$ cat src/rtl/adc_seq_pkg.sv
package adc_seq_pkg;
  typedef enum logic [1:0] {ST_IDLE, ST_ISSUE, ST_WAIT} seq_state_e;
  typedef enum logic {GRP_A, GRP_B} grp_e;

  localparam logic [1:0] SEL_MASK_A = 2'd0;
  localparam logic [1:0] SEL_MASK_B = 2'd1;
  localparam logic [1:0] SEL_CTRL   = 2'd2;

  localparam int CTRL_START  = 0;
  localparam int CTRL_PRIO   = 1;
  localparam int CTRL_RESCAN = 2;
  localparam int CTRL_SINGLE = 3;
  localparam int CTRL_CH_LSB = 4;

  // index of the single set bit of a one-hot vector (0 when none is set)
  function automatic int unsigned onehot_idx(input logic [63:0] oh);
    int unsigned r;
    r = 0;
    for (int i = 0; i < 64; i++) begin
      if (oh[i]) r = r | i;
    end
    return r;
  endfunction

  // mask loaded for group A: a single channel, or the mask widened to the scan width
  function automatic logic [63:0] group_a_load(input logic single, input int unsigned ch,
                                               input logic [63:0] mask);
    return single ? (64'd1 << ch) : mask;
  endfunction
endpackage

$ cat src/rtl/adc_seq_regs.sv
module adc_seq_regs
  import adc_seq_pkg::*;
#(
  parameter int NUM_CH = 8,
  parameter int CH_W   = 5,
  parameter int REG_W  = 16
) (
  input  logic              clk,
  input  logic              rst_n,
  input  logic              reg_wr,
  input  logic [1:0]        reg_sel,
  input  logic [REG_W-1:0]  reg_wdata,
  input  logic [1:0]        rd_sel,
  input  logic              busy,
  output logic [REG_W-1:0]  rd_data,
  output logic [NUM_CH-1:0] mask_a,
  output logic [NUM_CH-1:0] mask_b,
  output logic              prio,
  output logic              rescan,
  output logic              single,
  output logic [CH_W-1:0]   single_ch,
  output logic              sw_go
);
  localparam int CTRL_TOP = CTRL_CH_LSB + CH_W;

  logic wr_ok;
  logic unused_wdata;

  assign wr_ok        = reg_wr && !busy;
  assign sw_go        = wr_ok && (reg_sel == SEL_CTRL) && reg_wdata[CTRL_START]
                        && !reg_wdata[CTRL_PRIO];
  assign unused_wdata = ^reg_wdata[REG_W-1:CTRL_TOP];

  always_ff @(posedge clk or negedge rst_n) begin
    if (!rst_n) begin
      mask_a    <= '0;
      mask_b    <= '0;
      prio      <= 1'b0;
      rescan    <= 1'b0;
      single    <= 1'b0;
      single_ch <= '0;
    end else if (wr_ok) begin
      case (reg_sel)
        SEL_MASK_A: mask_a <= reg_wdata[NUM_CH-1:0];
        SEL_MASK_B: mask_b <= reg_wdata[NUM_CH-1:0];
        SEL_CTRL: begin
          prio      <= reg_wdata[CTRL_PRIO];
          rescan    <= reg_wdata[CTRL_RESCAN];
          single    <= reg_wdata[CTRL_SINGLE];
          single_ch <= reg_wdata[CTRL_TOP-1:CTRL_CH_LSB];
        end
        default: ;
      endcase
    end
  end

  always_comb begin
    case (rd_sel)
      SEL_MASK_A: rd_data = REG_W'(mask_a);
      SEL_MASK_B: rd_data = REG_W'(mask_b);
      SEL_CTRL:   rd_data = REG_W'({single_ch, single, rescan, prio, busy});
      default:    rd_data = '0;
    endcase
  end


  mask_hold_chk: assert property (@(posedge clk) disable iff (!rst_n)
    (reg_wr && busy) |=> ($stable(mask_a) && $stable(mask_b) && $stable(prio)));


  prio_sw_chk: assert property (@(posedge clk) disable iff (!rst_n)
    sw_go |=> !prio);
endmodule

$ cat src/rtl/adc_seq_pick.sv
module adc_seq_pick
  import adc_seq_pkg::*;
#(
  parameter int W     = 32,
  parameter int IDX_W = 5
) (
  input  logic [W-1:0]     req,
  output logic [W-1:0]     first_oh,
  output logic [IDX_W-1:0] idx,
  output logic             any
);
  logic [W:0] below;

  assign below[0] = 1'b0;
  for (genvar i = 0; i < W; i++) begin : g_chain
    assign below[i+1]  = below[i] | req[i];
    assign first_oh[i] = req[i] & ~below[i];
  end

  assign any = below[W];
  assign idx = IDX_W'(onehot_idx(64'(first_oh)));
endmodule

$ cat src/rtl/adc_seq_fsm.sv
module adc_seq_fsm
  import adc_seq_pkg::*;
#(
  parameter int NUM_CH = 8,
  parameter int CH_W   = 5
) (
  input  logic              clk,
  input  logic              rst_n,
  input  logic              trig_a,
  input  logic              trig_b,
  input  logic              sw_go,
  input  logic              conv_done,
  input  logic              prio,
  input  logic              rescan,
  input  logic              single,
  input  logic [CH_W-1:0]   single_ch,
  input  logic [NUM_CH-1:0] mask_a,
  input  logic [NUM_CH-1:0] mask_b,
  output logic              busy,
  output logic [CH_W-1:0]   conv_ch,
  output logic              conv_start,
  output logic              scan_end_a,
  output logic              scan_end_b
);
  localparam int SCAN_W = 1 << CH_W;

  seq_state_e        state_q, state_n;
  grp_e              grp_q, grp_n;
  logic [SCAN_W-1:0] scan_q, scan_n;
  logic              abort_q, abort_n, resume_q, resume_n;
  logic [SCAN_W-1:0] first_oh;
  logic              scan_any, abort_now, load_scan;
  logic [SCAN_W-1:0] load_a, load_b;

  adc_seq_pick #(.W(SCAN_W), .IDX_W(CH_W)) u_pick (
    .req(scan_q), .first_oh(first_oh), .idx(conv_ch), .any(scan_any)
  );

  assign load_a    = SCAN_W'(group_a_load(single, 32'(single_ch), 64'(mask_a)));
  assign load_b    = SCAN_W'(mask_b);
  assign abort_now = abort_q || (prio && trig_a && grp_q == GRP_B && state_q != ST_IDLE);

  assign busy       = state_q != ST_IDLE;
  assign conv_start = state_q == ST_ISSUE && scan_any;
  assign scan_end_a = state_q == ST_ISSUE && !scan_any && grp_q == GRP_A;
  assign scan_end_b = state_q == ST_ISSUE && !scan_any && grp_q == GRP_B;

  always_comb begin
    state_n   = state_q;
    grp_n     = grp_q;
    scan_n    = scan_q;
    abort_n   = abort_q;
    resume_n  = resume_q;
    load_scan = 1'b0;
    case (state_q)
      ST_IDLE: begin
        if (trig_a || sw_go) begin
          grp_n = GRP_A; scan_n = load_a; resume_n = 1'b0;
          state_n = ST_ISSUE; load_scan = 1'b1;
        end else if (trig_b) begin
          grp_n = GRP_B; scan_n = load_b; resume_n = 1'b0;
          state_n = ST_ISSUE; load_scan = 1'b1;
        end
      end
      ST_ISSUE: begin
        if (scan_any) begin
          scan_n  = scan_q & ~first_oh;
          abort_n = (grp_q == GRP_B) && abort_now;
          state_n = ST_WAIT;
        end else if (grp_q == GRP_B && abort_now) begin
          // B ended on its own in the same cycle a pre-empt arrived: run A, nothing to resume
          grp_n = GRP_A; scan_n = load_a; resume_n = 1'b0; abort_n = 1'b0;
          load_scan = 1'b1;
        end else if (grp_q == GRP_A && resume_q) begin
          grp_n = GRP_B; scan_n = load_b; resume_n = 1'b0;
          load_scan = 1'b1;
        end else begin
          state_n = ST_IDLE;
        end
      end
      ST_WAIT: begin
        abort_n = (grp_q == GRP_B) && abort_now;
        if (conv_done) begin
          state_n = ST_ISSUE;
          if (grp_q == GRP_B && abort_now) begin
            grp_n = GRP_A; scan_n = load_a; resume_n = rescan; abort_n = 1'b0;
            load_scan = 1'b1;
          end
        end
      end
      default: state_n = ST_IDLE;
    endcase
  end

  always_ff @(posedge clk or negedge rst_n) begin
    if (!rst_n) begin
      state_q  <= ST_IDLE;
      grp_q    <= GRP_A;
      scan_q   <= '0;
      abort_q  <= 1'b0;
      resume_q <= 1'b0;
    end else begin
      state_q  <= state_n;
      grp_q    <= grp_n;
      scan_q   <= scan_n;
      abort_q  <= abort_n;
      resume_q <= resume_n;
    end
  end

  // tracking for the ordering property
  logic [CH_W-1:0] last_ch_q;
  logic            fresh_q;
  always_ff @(posedge clk or negedge rst_n) begin
    if (!rst_n) begin
      last_ch_q <= '0;
      fresh_q   <= 1'b1;
    end else if (load_scan) begin
      fresh_q <= 1'b1;
    end else if (conv_start) begin
      last_ch_q <= conv_ch;
      fresh_q   <= 1'b0;
    end
  end


  ascend_chk: assert property (@(posedge clk) disable iff (!rst_n)
    (conv_start && !fresh_q) |-> (conv_ch > last_ch_q));


  one_in_flight_chk: assert property (@(posedge clk) disable iff (!rst_n)
    conv_start |=> !conv_start);


  end_excl_chk: assert property (@(posedge clk) disable iff (!rst_n)
    $onehot0({conv_start, scan_end_a, scan_end_b}));


  empty_end_chk: assert property (@(posedge clk) disable iff (!rst_n)
    (state_q == ST_IDLE && trig_b && !trig_a && !sw_go && mask_b == '0) |=> scan_end_b);


  preempt_chk: assert property (@(posedge clk) disable iff (!rst_n)
    (prio && state_q == ST_WAIT && grp_q == GRP_B && trig_a && conv_done)
      |=> (grp_q == GRP_A && !scan_end_b));
endmodule

$ cat src/rtl/adc_grp_scan_seq.sv
module adc_grp_scan_seq
  import adc_seq_pkg::*;
#(
  parameter int NUM_CH = 8,
  parameter int CH_W   = 5,
  parameter int REG_W  = 16
) (
  input  logic             clk,
  input  logic             rst_n,
  input  logic             reg_wr,
  input  logic [1:0]       reg_sel,
  input  logic [REG_W-1:0] reg_wdata,
  input  logic [1:0]       rd_sel,
  output logic [REG_W-1:0] rd_data,
  input  logic             trig_a,
  input  logic             trig_b,
  input  logic             conv_done,
  output logic [CH_W-1:0]  conv_ch,
  output logic             conv_start,
  output logic             scan_end_a,
  output logic             scan_end_b
);
  logic [NUM_CH-1:0] mask_a, mask_b;
  logic              prio, rescan, single, sw_go, busy;
  logic [CH_W-1:0]   single_ch;

  adc_seq_regs #(.NUM_CH(NUM_CH), .CH_W(CH_W), .REG_W(REG_W)) u_regs (
    .clk(clk), .rst_n(rst_n), .reg_wr(reg_wr), .reg_sel(reg_sel), .reg_wdata(reg_wdata),
    .rd_sel(rd_sel), .busy(busy), .rd_data(rd_data), .mask_a(mask_a), .mask_b(mask_b),
    .prio(prio), .rescan(rescan), .single(single), .single_ch(single_ch), .sw_go(sw_go)
  );

  adc_seq_fsm #(.NUM_CH(NUM_CH), .CH_W(CH_W)) u_fsm (
    .clk(clk), .rst_n(rst_n), .trig_a(trig_a), .trig_b(trig_b), .sw_go(sw_go),
    .conv_done(conv_done), .prio(prio), .rescan(rescan), .single(single),
    .single_ch(single_ch), .mask_a(mask_a), .mask_b(mask_b), .busy(busy),
    .conv_ch(conv_ch), .conv_start(conv_start), .scan_end_a(scan_end_a),
    .scan_end_b(scan_end_b)
  );
endmodule

$ cat config.mk
export PLATFORM = sky130hd
export DESIGN_NAME = adc_grp_scan_seq
export DESIGN_NICKNAME = d
export VERILOG_FILES = /design/src/rtl/adc_seq_pkg.sv /design/src/rtl/adc_seq_regs.sv /design/src/rtl/adc_seq_pick.sv /design/src/rtl/adc_seq_fsm.sv /design/src/rtl/adc_grp_scan_seq.sv
export SDC_FILE = /design/constraint.sdc
export NUM_CORES = 1
export LEC_CHECK = 0
export ABC_AREA = 1
export BUFFER_PORTS_ARGS = -buffer_cell sky130_fd_sc_hd__buf_2
export CAP_MARGIN = 30
export CORE_MARGIN = 2
export CORE_UTILIZATION = 55
export DETAILED_ROUTE_END_ITERATION = 6
export GPL_TIMING_DRIVEN = 0
export MAX_ROUTING_LAYER = met4
export PLACE_DENSITY = 0.8
export SYNTH_ARGS = -nofsm -noshare
export SYNTH_HDL_FRONTEND = slang
export SYNTH_SLANG_ARGS = --single-unit
$ cat constraint.sdc
create_clock -name clk -period 2.9 [get_ports clk]
set_input_delay 0.725 -clock clk [delete_from_list [all_inputs] [get_ports clk]]
set_output_delay 0.725 -clock clk [all_outputs]
set_load 0.02 [all_outputs]
==> metrics.md, run 1 <==
| Metric | Value |
|---|---|
| Hold Buf Count CTS | `0` |
| Post-DRT Antenna Nets | `0` |
| Gp weighted congestion | `0.984` |
| Clock power frac | `10.4%` |
| Total core area | `0.00881 sq mm` |
| GRT Util Overall | `35.3%` |
| Die H | `99.6 um` |
| Minimum clock period | `3.68 ns` |
| Cell Pwr Density | `1100 mW/mm^2` |
| R2R setup slack | `-0.33 ns` |
| Max-slew violation count | `0` |
| Crit path capture type | `output port` |
| Data arrival, critical path | `2.95 ns` |
| Routed wire length per instance | `17.0 um` |
| Relative slew slack | `49.2%` |
| Num ports | `50` |
| Hold Path Class | `input pin to async pin` |
| Endpoints failing hold | `0` |
| RSZ-0062 raised after global routing | `true` |
| Largest net degree at the start of global routing | `32` |
| Seq/Total Area, Yosys | `30.4%` |
| Die X | `99.6 um` |
| Failing checks | `negative setup slack` |
| Cell row count | `34` |
| Final setup vio count | `41` |
| Vias per inst | `5.90` |
| Skew-Pair Late Insertion Delay | `0.35 ns` |
| Yosys top cell area share | `30.4%` |
| Outcome | `finished, violations left` |
| Most frequent cells in the layout | `nand2_1 (152), nor2_1 (102), inv_1 (96)` |
| Pre-Repair DR Iteration Count | `5` |
| Int Power | `3080 uW` |
| Vias in the first global route | `5573` |
| Clock skew | `0.0148 ns` |
| Post-Syn Area | `0.00502 sq mm` |
| CTS tree | `built` |
| Htree depth | `3` |
| Logic pwr share | `64.4%` |
| Worst-path clk slew | `0.09 ns` |
| Final WL | `16900 um` |
| Sequential share of power | `25.2%` |
| First-pass GRT wire length | `27100 um` |
| Num CTS Buffers | `9` |
| Total gr overflow | `0` |
| CP max FO | `4` |
| Starting Density | `57.0%` |
| Worst Path Required | `2.17 ns` |
| Fmax | `0.272 GHz` |
| Worst hold slack | `0.429 ns` |
| Antenna violations before repair | `0` |
| Antenna diode count | `0` |
| P&R area growth vs syn | `23.4%` |
| Final Total Pwr | `6810 uW` |
| Reg2Reg Depth | `22` |
| Post-synth top area cell | `dfrtp_1` |
| DR DRC count | `0` |
| Synthesized instance count | `790` |
| Most common cell after layout, fill and taps aside | `nand2_1` |
| Switching power | `3730 uW` |
| Max Root-Sink Buffers | `2` |
| Nets@finish | `913` |
| Tightest Pin Transition | `0.762 ns` |
| Post-Syn Area per Cell | `6.36 sq um` |
| Initial DRC Count | `562` |
| Leakage | `0.00288 uW` |
| Final period util | `127%` |
| Reg-to-reg endpoint | `u_fsm.scan_q[31]$_DFFE_PN0P_` |
| Synth area leaders | `dfrtp_1 (30%), nand2_1 (12%), nor2_1 (9.6%), nand3_1 (7.4%), inv_1 (7.3%)` |
| Worst setup margin | `-0.776 ns` |
| Clock Root Buffer | `clkbuf_8` |
| Share of layout cells above drive strength 1 | `21.1%` |
| CP startpoint kind | `flip-flop` |
| Critical path class | `flip-flop to output port` |
| Die ar. | `0.00991 sq mm` |
| Flops & latches, synth | `61` |
| Crit Reg-Reg Startpoint | `u_fsm.scan_q[5]$_DFFE_PN0P_` |
| Port Buffer Count | `35` |
| Sw frac | `54.8%` |
| Clk sinks | `61` |
| VDD IR-drop max | `0.504 mV` |
| Via Count | `5874` |
| Dpl hpwl | `12000 um` |
| MaxCap Viol Count | `0` |
| Synth warn | `0` |
| Yosys cell types | `41` |
[routing by layer]
layer,up-vias,global-route usage (%),wire length (um)
met5,-,-,0
met4,0,13.8,657
met3,55,5.13,1190
met2,309,57.1,7910
met1,2717,44.9,7180
li1,2793,-,-
[sequential cells by signal, indices dropped and copies added, names as in the netlist]
register / cells
u_regs.mask_b: 8
u_regs.single: 1
u_regs.rescan: 1
u_regs.single_ch: 5
u_fsm.state_q: 2
u_regs.prio: 1
u_fsm.scan_q: 32
u_regs.mask_a: 8
u_fsm.grp_q: 1
u_fsm.resume_q: 1
u_fsm.abort_q: 1
[power by group through the flow]
stage / registers [uW] / logic (uW) / clock network [uW]
after floorplan: 1560 / 2750 / 0
after global placement: 1650 / 3580 / 0
after detailed placement: 1680 / 3650 / 0
after CTS: 1660 / 3910 / 716
after global routing: 1750 / 4780 / 744
final: 1710 / 4390 / 711
[synth_stat cells]
| cell type | number |
|---|---|
| buf_2 | 2 |
| nand4_1 | 27 |
| a21oi_1 | 57 |
| nor3_1 | 24 |
| inv_1 | 98 |
| inv_2 | 3 |
| a22oi_1 | 2 |
| o221ai_1 | 9 |
| o21ai_0 | 42 |
| o22ai_1 | 7 |
| nor4_1 | 2 |
| o211ai_1 | 2 |
| ha_1 | 4 |
| buf_1 | 2 |
| dfrtp_1 | 61 |
| nor2_8 | 1 |
| nor2_2 | 2 |
| a32oi_1 | 1 |
| buf_6 | 5 |
| clkinv_1 | 3 |
| o21bai_1 | 1 |
| nand3b_1 | 1 |
| buf_4 | 8 |
| nand2_1 | 158 |
| a21boi_0 | 4 |
| nand3_1 | 74 |
| nand4_4 | 3 |
| o21a_1 | 2 |
| o2111ai_1 | 1 |
| a31oi_1 | 3 |
| nand2_4 | 2 |
| clkbuf_1 | 26 |
| a2111oi_0 | 3 |
| nor2_4 | 5 |
| nand4_2 | 2 |
| or2_2 | 9 |
| o41ai_1 | 2 |
| nor2_1 | 128 |
| conb_1 | 1 |
| nand2_2 | 2 |
| nand3_4 | 1 |
[kinds of logic (layout without fill, tap and decap cells)]
kind of cell / count (synthesis) / count (layout) / synth area share, %
AND/OR/NAND/NOR: 441 / 441 / 40.6
AO/OA/AOI/OAI: 136 / 136 / 15.5
flip-flops: 61 / 61 / 30.4
buffers and inverters: 147 / 239 / 12.4
adder cells (fa/ha/maj): 4 / 4 / 0.997
other: 1 / 7 / 0.0747
[critical path, stage by stage, from the launching register on]
cell,delay [ns]
dfrtp_1,0.43
nor2_2,0.17
nand2_2,0.10
nor2_4,0.13
nand4_4,0.11
nor2_4,0.14
nand4_4,0.11
nor2_4,0.14
nand4_4,0.10
nor2_4,0.14
nand4_4,0.10
nor2_4,0.13
buf_4,0.13
nand3_1,0.16
nor2_2,0.19
nor3_1,0.08
nand2_2,0.09
buf_2,0.16
[what timing repair did]
item                       4_1_cts  5_1_grt
pin swaps                        9       19
setup endpoints to repair       45       45
setup buffers                   25       14
gates cloned                     1        1
resized for setup               30       61
[metrics by stage]
step / utilization [%] / TNS (ns) / instances / area, sq um / worst slack, ns
after detailed placement: 61.6 / -20.59 / 940 / 5420 / -0.935
after floorplan: - / -1.84 / 796 / 5090 / -0.391
after global placement: 61.4 / -18.48 / 939 / 5400 / -0.894
after global routing: 70.4 / -21.56 / 996 / 6200 / -0.947
final: 70.4 / -13.93 / 996 / 6200 / -0.776
after CTS: 67.0 / -16.51 / 982 / 5900 / -0.921
[how the worst max path moves through the flow]
stage / slack, ns / endpoint / from / cells past startpoint
finish: -0.78 / conv_ch[3] / u_fsm.scan_q[5]$_DFFE_PN0P_ / 17
global route: -0.95 / conv_ch[3] / u_fsm.scan_q[5]$_DFFE_PN0P_ / 17
CTS: -0.92 / scan_end_a / u_fsm.scan_q[0]$_DFFE_PN0P_ / 18
detailed placement: -0.93 / scan_end_a / u_fsm.scan_q[7]$_DFFE_PN0P_ / 18
global placement: -0.89 / scan_end_b / u_fsm.scan_q[7]$_DFFE_PN0P_ / 18
floorplan: -0.39 / conv_ch[0] / u_fsm.scan_q[1]$_DFFE_PN0P_ / 16
[area by class of cell]
class                           count  area [sq um]
Clock inverter                      7          51.3
Inverter                          104           403
Buffer                             43           282
Clock buffer                        9           124
Tap cell                          108           135
Sequential cell                    61          1530
Fill cell                         756          2610
Timing Repair Buffer               76           554
Multi-Input combinational cell    588          3120
Power figures use the tool's default switching activity.
==> run 2, diff against run 1 <==
CELL_PAD_IN_SITES_DETAIL_PLACEMENT = 0   (was default)
CELL_PAD_IN_SITES_GLOBAL_PLACEMENT = 1   (was default)
CORE_UTILIZATION = 34   (was 55)
PLACE_DENSITY = 0.72   (was 0.8)
==> run 2 against run 1 <==
Effect of this change: the flow still finishes with violations (negative setup slack); via count is 3.5% lower; utilization down 26 points; sequential power barely moved; routed wire length increased by 5.9%; power is 5.6% higher; maximum frequency about the same; sequential cell count did not move; worst setup slack worse by 0.00079 ns; combinational power increased by 0.9%; hold slack gained 0.042 ns; first-iteration DRC count shrank 25%; critical path type unchanged; largest power group unchanged.
==> metrics.md, run 2 (synthesis results as in run 1) <==
| Metric | Value |
|---|---|
| Port Buffer Count | `35` |
| Vias in the first global route | `5281` |
| Crit path buf inv count | `2` |
| Cell row count | `44` |
| Minimum clock period | `3.68 ns` |
| Via Count | `5671` |
| Most frequent cells in the layout | `nand2_1 (149), nor2_1 (112), inv_1 (96)` |
| Starting Density | `34.7%` |
| Share of layout cells above drive strength 1 | `19.7%` |
| Antenna diode count | `0` |
| Nets@finish | `914` |
| Max Root-Sink Buffers | `2` |
| Skew-Pair Late Insertion Delay | `0.35 ns` |
| Crit path capture type | `output port` |
| Cell Pwr Density | `1120 mW/mm^2` |
| Dpl hpwl | `13300 um` |
| Critical path class | `flip-flop to output port` |
| Routed wire length per instance | `16.7 um` |
| Max stage delay on crit path | `0.40 ns` |
| Die X | `126 um` |
| Clock skew | `0.00999 ns` |
| Regs by FF count | `u_fsm.scan_q x32, u_regs.mask_a x8, u_regs.mask_b x8` |
| Largest net degree at the start of global routing | `62` |
| Final WL | `17900 um` |
| Max FFs per register | `32` |
| First-pass GRT wire length | `28100 um` |
| DR DRC count | `0` |
| Total gr overflow | `0` |
| GRT Util Overall | `23.5%` |
| Die ar. | `0.0158 sq mm` |
| Pre-Repair DR Iteration Count | `5` |
| Num CTS Buffers | `9` |
| Largest reg by FF count | `u_fsm.scan_q` |
| Worst setup margin | `-0.777 ns` |
| Most common cell after layout, fill and taps aside | `nand2_1` |
| P&R area growth vs syn | `27.6%` |
| Leakage | `0.00295 uW` |
| Worst Path Required | `2.17 ns` |
| Clk sinks | `61` |
| Crit path depth | `18` |
| Final period util | `127%` |
| Tightest Pin Transition | `0.846 ns` |
| Initial DRC Count | `424` |
| Outcome | `finished, violations left` |
| CP startpoint kind | `flip-flop` |
| Clock Root Buffer | `clkbuf_16` |
| Endpoints failing hold | `0` |
| Most used cell, CP | `nor2_4` |
| Htree depth | `3` |
| CTS tree | `built` |
| R2R setup slack | `-0.49 ns` |
| Pre-CTS setup slack | `-1.01 ns` |
| Antenna violations before repair | `0` |
| Worst path top cell family by delay | `simple AND/OR/NAND/NOR gates` |
| Final setup vio count | `41` |
| Data arrival, critical path | `2.95 ns` |
| Relative slew slack | `42.9%` |
| Worst-path clk slew | `0.06 ns` |
| VDD IR-drop max | `0.396 mV` |
| # fillers | `1571` |
| Num ports | `50` |
| Gp weighted congestion | `0.917` |
| Total core area | `0.0145 sq mm` |
| Fmax | `0.272 GHz` |
| Worst-path cell chain | `nor2_2 > nand2_4 > nor2_4 > nand4_4 > nor2_4 > nand4_4 > nor2_4 > nand4_4 > nor2_4 > nand4_4 > nor2_4 > nand4_4 > nor2_8 > nand2_8 > nor2_4 > inv_2 > nor2_4 > buf_6` |
| MaxCap Viol Count | `0` |
| Failing checks | `negative setup slack` |
| RSZ-0062 raised after global routing | `true` |
| Hold Buf Count CTS | `0` |
| Setup tns final | `-20.03 ns` |
| CP max FO | `3` |
| Max-slew violation count | `0` |
| Hold Path Class | `input pin to async pin` |
| Post-DRT Antenna Nets | `0` |
| Reg2Reg Depth | `23` |
| Vias per inst | `5.29` |
| Slowest CP cell | `dfrtp_1` |
| Die H | `126 um` |
==> run 2: cell types whose count changed in the layout (fill, tap and decap cells not counted), moves of 4 or more <==
cell | previous run | this run
clkbuf_16 | 0 | 9
nor2_2 | 22 | 10
buf_6 | 12 | 16
nor2_1 | 102 | 112
clkbuf_8 | 9 | 0
buf_2 | 30 | 26
==> run 2: layout make-up <==
type | count | area (sq um) | area share [%]
inverters | 104 | 404 | 6.31
clock buffers | 9 | 225 | 3.51
multi-input cells | 588 | 3100 | 48.3
plain buffers | 43 | 264 | 4.12
clock inverters | 7 | 66.3 | 1.03
well taps | 184 | 230 | 3.59
repair buffers | 77 | 596 | 9.29
flip-flops and latches | 61 | 1530 | 23.8
==> run 2: where the power goes <==
group          internal, uW  switching [uW]
combinational          1550            2880
clock                   659             416
sequential             1270             426
total                  3470            3730
==> run 2: metrics by stage <==
| stage | utilization, % | cell area, sq um | instances | power, uW | hold slack, ns |
|---|---|---|---|---|---|
| floorplan | - | 5090 | 796 | 4300 | 0.429 |
| global placement | 38.0 | 5500 | 1015 | 5420 | 0.466 |
| detailed placement | 38.0 | 5500 | 1015 | 5460 | 0.470 |
| CTS | 42.6 | 6160 | 1061 | 6900 | 0.486 |
| global route | 44.3 | 6410 | 1073 | 7780 | 0.517 |
| finish | 44.3 | 6410 | 1073 | 7200 | 0.472 |
==> run 2: what timing repair did <==
action	CTS	global route
hold endpoints to repair	0	0
gates cloned	1	0
setup buffers	29	12
pin swaps	12	21
setup endpoints to repair	45	46
gates resized for setup	35	43
==> run 2: path summary, 6_finish.rpt <==
path	to	from
max	scan_end_b	u_fsm.scan_q[2]$_DFFE_PN0P_
max reg2reg	u_fsm.scan_q[1]$_DFFE_PN0P_	u_fsm.scan_q[2]$_DFFE_PN0P_
min in group clk	u_regs.mask_b[3]$_DFFE_PN0P_	u_regs.mask_b[3]$_DFFE_PN0P_
min	u_regs.prio$_DFFE_PN0P_	rst_n
max in group asynchronous	u_fsm.scan_q[7]$_DFFE_PN0P_	rst_n
min reg2reg	u_regs.mask_b[3]$_DFFE_PN0P_	u_regs.mask_b[3]$_DFFE_PN0P_
==> run 2: metal layers <==
| layer | track usage, % | share of wire [%] |
|---|---|---|
| met1 | 30.3 | 44 |
| met2 | 36.2 | 46 |
| met3 | 4.49 | 6.1 |
| met4 | 9.61 | 3.3 |
| met5 | - | 0 |
==> run 3, diff against run 2 <==
PLACE_DENSITY = default   (was 0.72)
PLACE_DENSITY_LB_ADDON = 0.1   (was default)
==> run 3 against run 2 <==
Effect of this change: utilization shrank 0.79 points; the flow still finishes with violations (negative setup slack); clock skew shrank 0.0043 ns; clock power is essentially flat; maximum frequency grew 1.4%; combinational power shrank 4%.
==> metrics.md, run 3 (synthesis results as in run 1) <==
| Metric | Value |
|---|---|
| Worst-path clk slew | `0.05 ns` |
| Max stage delay on crit path | `0.43 ns` |
| # fillers | `1561` |
| Worst Path Required | `2.17 ns` |
| Die H | `126 um` |
| Htree depth | `3` |
| Final period util | `125%` |
| Clk sinks | `61` |
| Largest reg by FF count | `u_fsm.scan_q` |
| CP startpoint kind | `flip-flop` |
| Most common cell after layout, fill and taps aside | `nand2_1` |
| Max Root-Sink Buffers | `2` |
| Most frequent cells in the layout | `nand2_1 (152), nor2_1 (109), inv_1 (95)` |
| VDD IR-drop max | `0.483 mV` |
| Endpoints failing hold | `0` |
| Num ports | `50` |
| Skew-Pair Late Insertion Delay | `0.34 ns` |
| WL met1 | `8330 um` |
| Port Buffer Count | `35` |
| Via Count | `5605` |
| Max FFs per register | `32` |
| Total core area | `0.0145 sq mm` |
| Nets@finish | `907` |
| Failing checks | `negative setup slack` |
| Met2 WL | `8500 um` |
| Worst hold slack | `0.479 ns` |
| Pre-Repair DR Iteration Count | `5` |
| Tightest Pin Transition | `0.858 ns` |
| P&R area growth vs syn | `25.3%` |
| Clock Root Buffer | `clkbuf_16` |
| Cell row count | `44` |
| DR DRC count | `0` |
| CP max FO | `4` |
| Routed wire length per instance | `16.8 um` |
| Regs by FF count | `u_fsm.scan_q x32, u_regs.mask_a x8, u_regs.mask_b x8` |
| Critical path class | `flip-flop to output port` |
| Die X | `126 um` |
| Data arrival, critical path | `2.90 ns` |
| Most used cell, CP | `nor2_4` |
| Slowest CP cell | `dfrtp_2` |
| Antenna diode count | `0` |
| CTS tree | `built` |
| Worst path top cell family by delay | `simple AND/OR/NAND/NOR gates` |
| Top Layer Used | `met4` |
| Gp weighted congestion | `1.00` |
| Outcome | `finished, violations left` |
| Die ar. | `0.0158 sq mm` |
| GRT Util Overall | `24.0%` |
| MaxCap Viol Count | `0` |
| Final WL | `17900 um` |
| Cell Pwr Density | `1120 mW/mm^2` |
| Leakage | `0.00288 uW` |
| Hold Buf Count CTS | `0` |
| Antenna violations before repair | `0` |
| Met3 wire len | `791 um` |
| Post-DRT Antenna Nets | `0` |
| Crit path buf inv count | `2` |
| Share of layout cells above drive strength 1 | `18.8%` |
| Setup tns final | `-10.21 ns` |
| Clock skew | `0.00565 ns` |
| Relative slew slack | `42.0%` |
| Max-slew violation count | `0` |
| Total gr overflow | `0` |
| Dpl hpwl | `13700 um` |
| Worst setup margin | `-0.725 ns` |
| Hold Path Class | `input pin to async pin` |
| Vias per inst | `5.26` |
| Vias in the first global route | `5308` |
| Fmax | `0.276 GHz` |
| Largest net degree at the start of global routing | `62` |
| RSZ-0062 raised after global routing | `true` |
| Minimum clock period | `3.62 ns` |
| Starting Density | `34.7%` |
| Initial DRC Count | `406` |
| Crit path capture type | `output port` |
| Worst-path cell chain | `nor2_4 > nand2_4 > nor2_4 > nand4_4 > nor2_4 > nand4_4 > nor2_4 > nand4_4 > nor2_4 > nand4_4 > nor2_4 > nand4_4 > nor2_8 > nand2_8 > nor2_4 > inv_2 > nor2_4 > buf_6` |
| Num CTS Buffers | `9` |
| Final setup vio count | `40` |
| First-pass GRT wire length | `28900 um` |
[run 3: path summary, 6_finish.rpt]
path	start	end	slack (ns)	depth (start not counted)
min reg2reg	u_regs.mask_b[3]$_DFFE_PN0P_	u_regs.mask_b[3]$_DFFE_PN0P_	0.49	2
max reg2reg	u_fsm.scan_q[0]$_DFFE_PN0P_	u_fsm.scan_q[11]$_DFFE_PN0P_	-0.19	21
min	rst_n	u_fsm.scan_q[27]$_DFFE_PN0P_	0.48	1
max	u_fsm.scan_q[0]$_DFFE_PN0P_	scan_end_b	-0.72	18
min in group clk	u_regs.mask_b[3]$_DFFE_PN0P_	u_regs.mask_b[3]$_DFFE_PN0P_	0.49	2
max in group asynchronous	rst_n	u_fsm.scan_q[7]$_DFFE_PN0P_	1.82	1
[run 3: worst register-to-register path, stage by stage, from the launching register on]
cell and delay [ns]:
dfrtp_2 0.43, nor2_4 0.15, nand2_4 0.08, nor2_4 0.13
nand4_4 0.11, nor2_4 0.13, nand4_4 0.12, nor2_4 0.14
nand4_4 0.10, nor2_4 0.14, nand4_4 0.10, nor2_4 0.13
nand4_4 0.13, nor2_8 0.18, buf_4 0.14, buf_8 0.12
nand3_4 0.10, nand2_8 0.15, inv_4 0.07, buf_6 0.15
nor2_1 0.11, a21oi_1 0.05
[run 3: layout make-up]
type                    instances  area, sq um  share of cell area [%]
clock inverters                 4         47.5                   0.755
multi-input cells             588         3080                    49.0
inverters                     104          395                    6.28
repair buffers                 71          507                    8.05
plain buffers                  42          254                    4.03
clock buffers                  12          246                    3.92
flip-flops and latches         61         1530                    24.3
well taps                     184          230                    3.66
[run 3: power breakdown]
part	switching, uW	total (uW)	internal [uW]
clock network	400	1090	686
registers	432	1700	1270
logic	2820	4250	1430
[run 3: timing repair]
item | in CTS | in global routing
setup buffers | 20 | 14
setup endpoints to repair | 45 | 45
pin swaps | 9 | 18
gates cloned | 0 | 1
resized for setup | 35 | 33
[run 3: per-layer routing]
metal	global-route usage (%)	up-vias
li1	-	2784
met1	32.5	2629
met2	37.4	172
met3	3.08	20
met4	7.32	0
met5	-	-
[run 3: per-stage QoR]
stage / cells / total power [uW] / cell area, sq um / setup WS, ns / util, %
floorplan: 796 / 4300 / 5090 / -0.391 / -
global placement: 1015 / 5440 / 5500 / -0.994 / 38.0
detailed placement: 1016 / 5460 / 5500 / -1.04 / 38.0
CTS: 1052 / 6770 / 6070 / -0.994 / 41.9
global route: 1066 / 7660 / 6290 / -0.918 / 43.5
finish: 1066 / 7040 / 6290 / -0.725 / 43.5
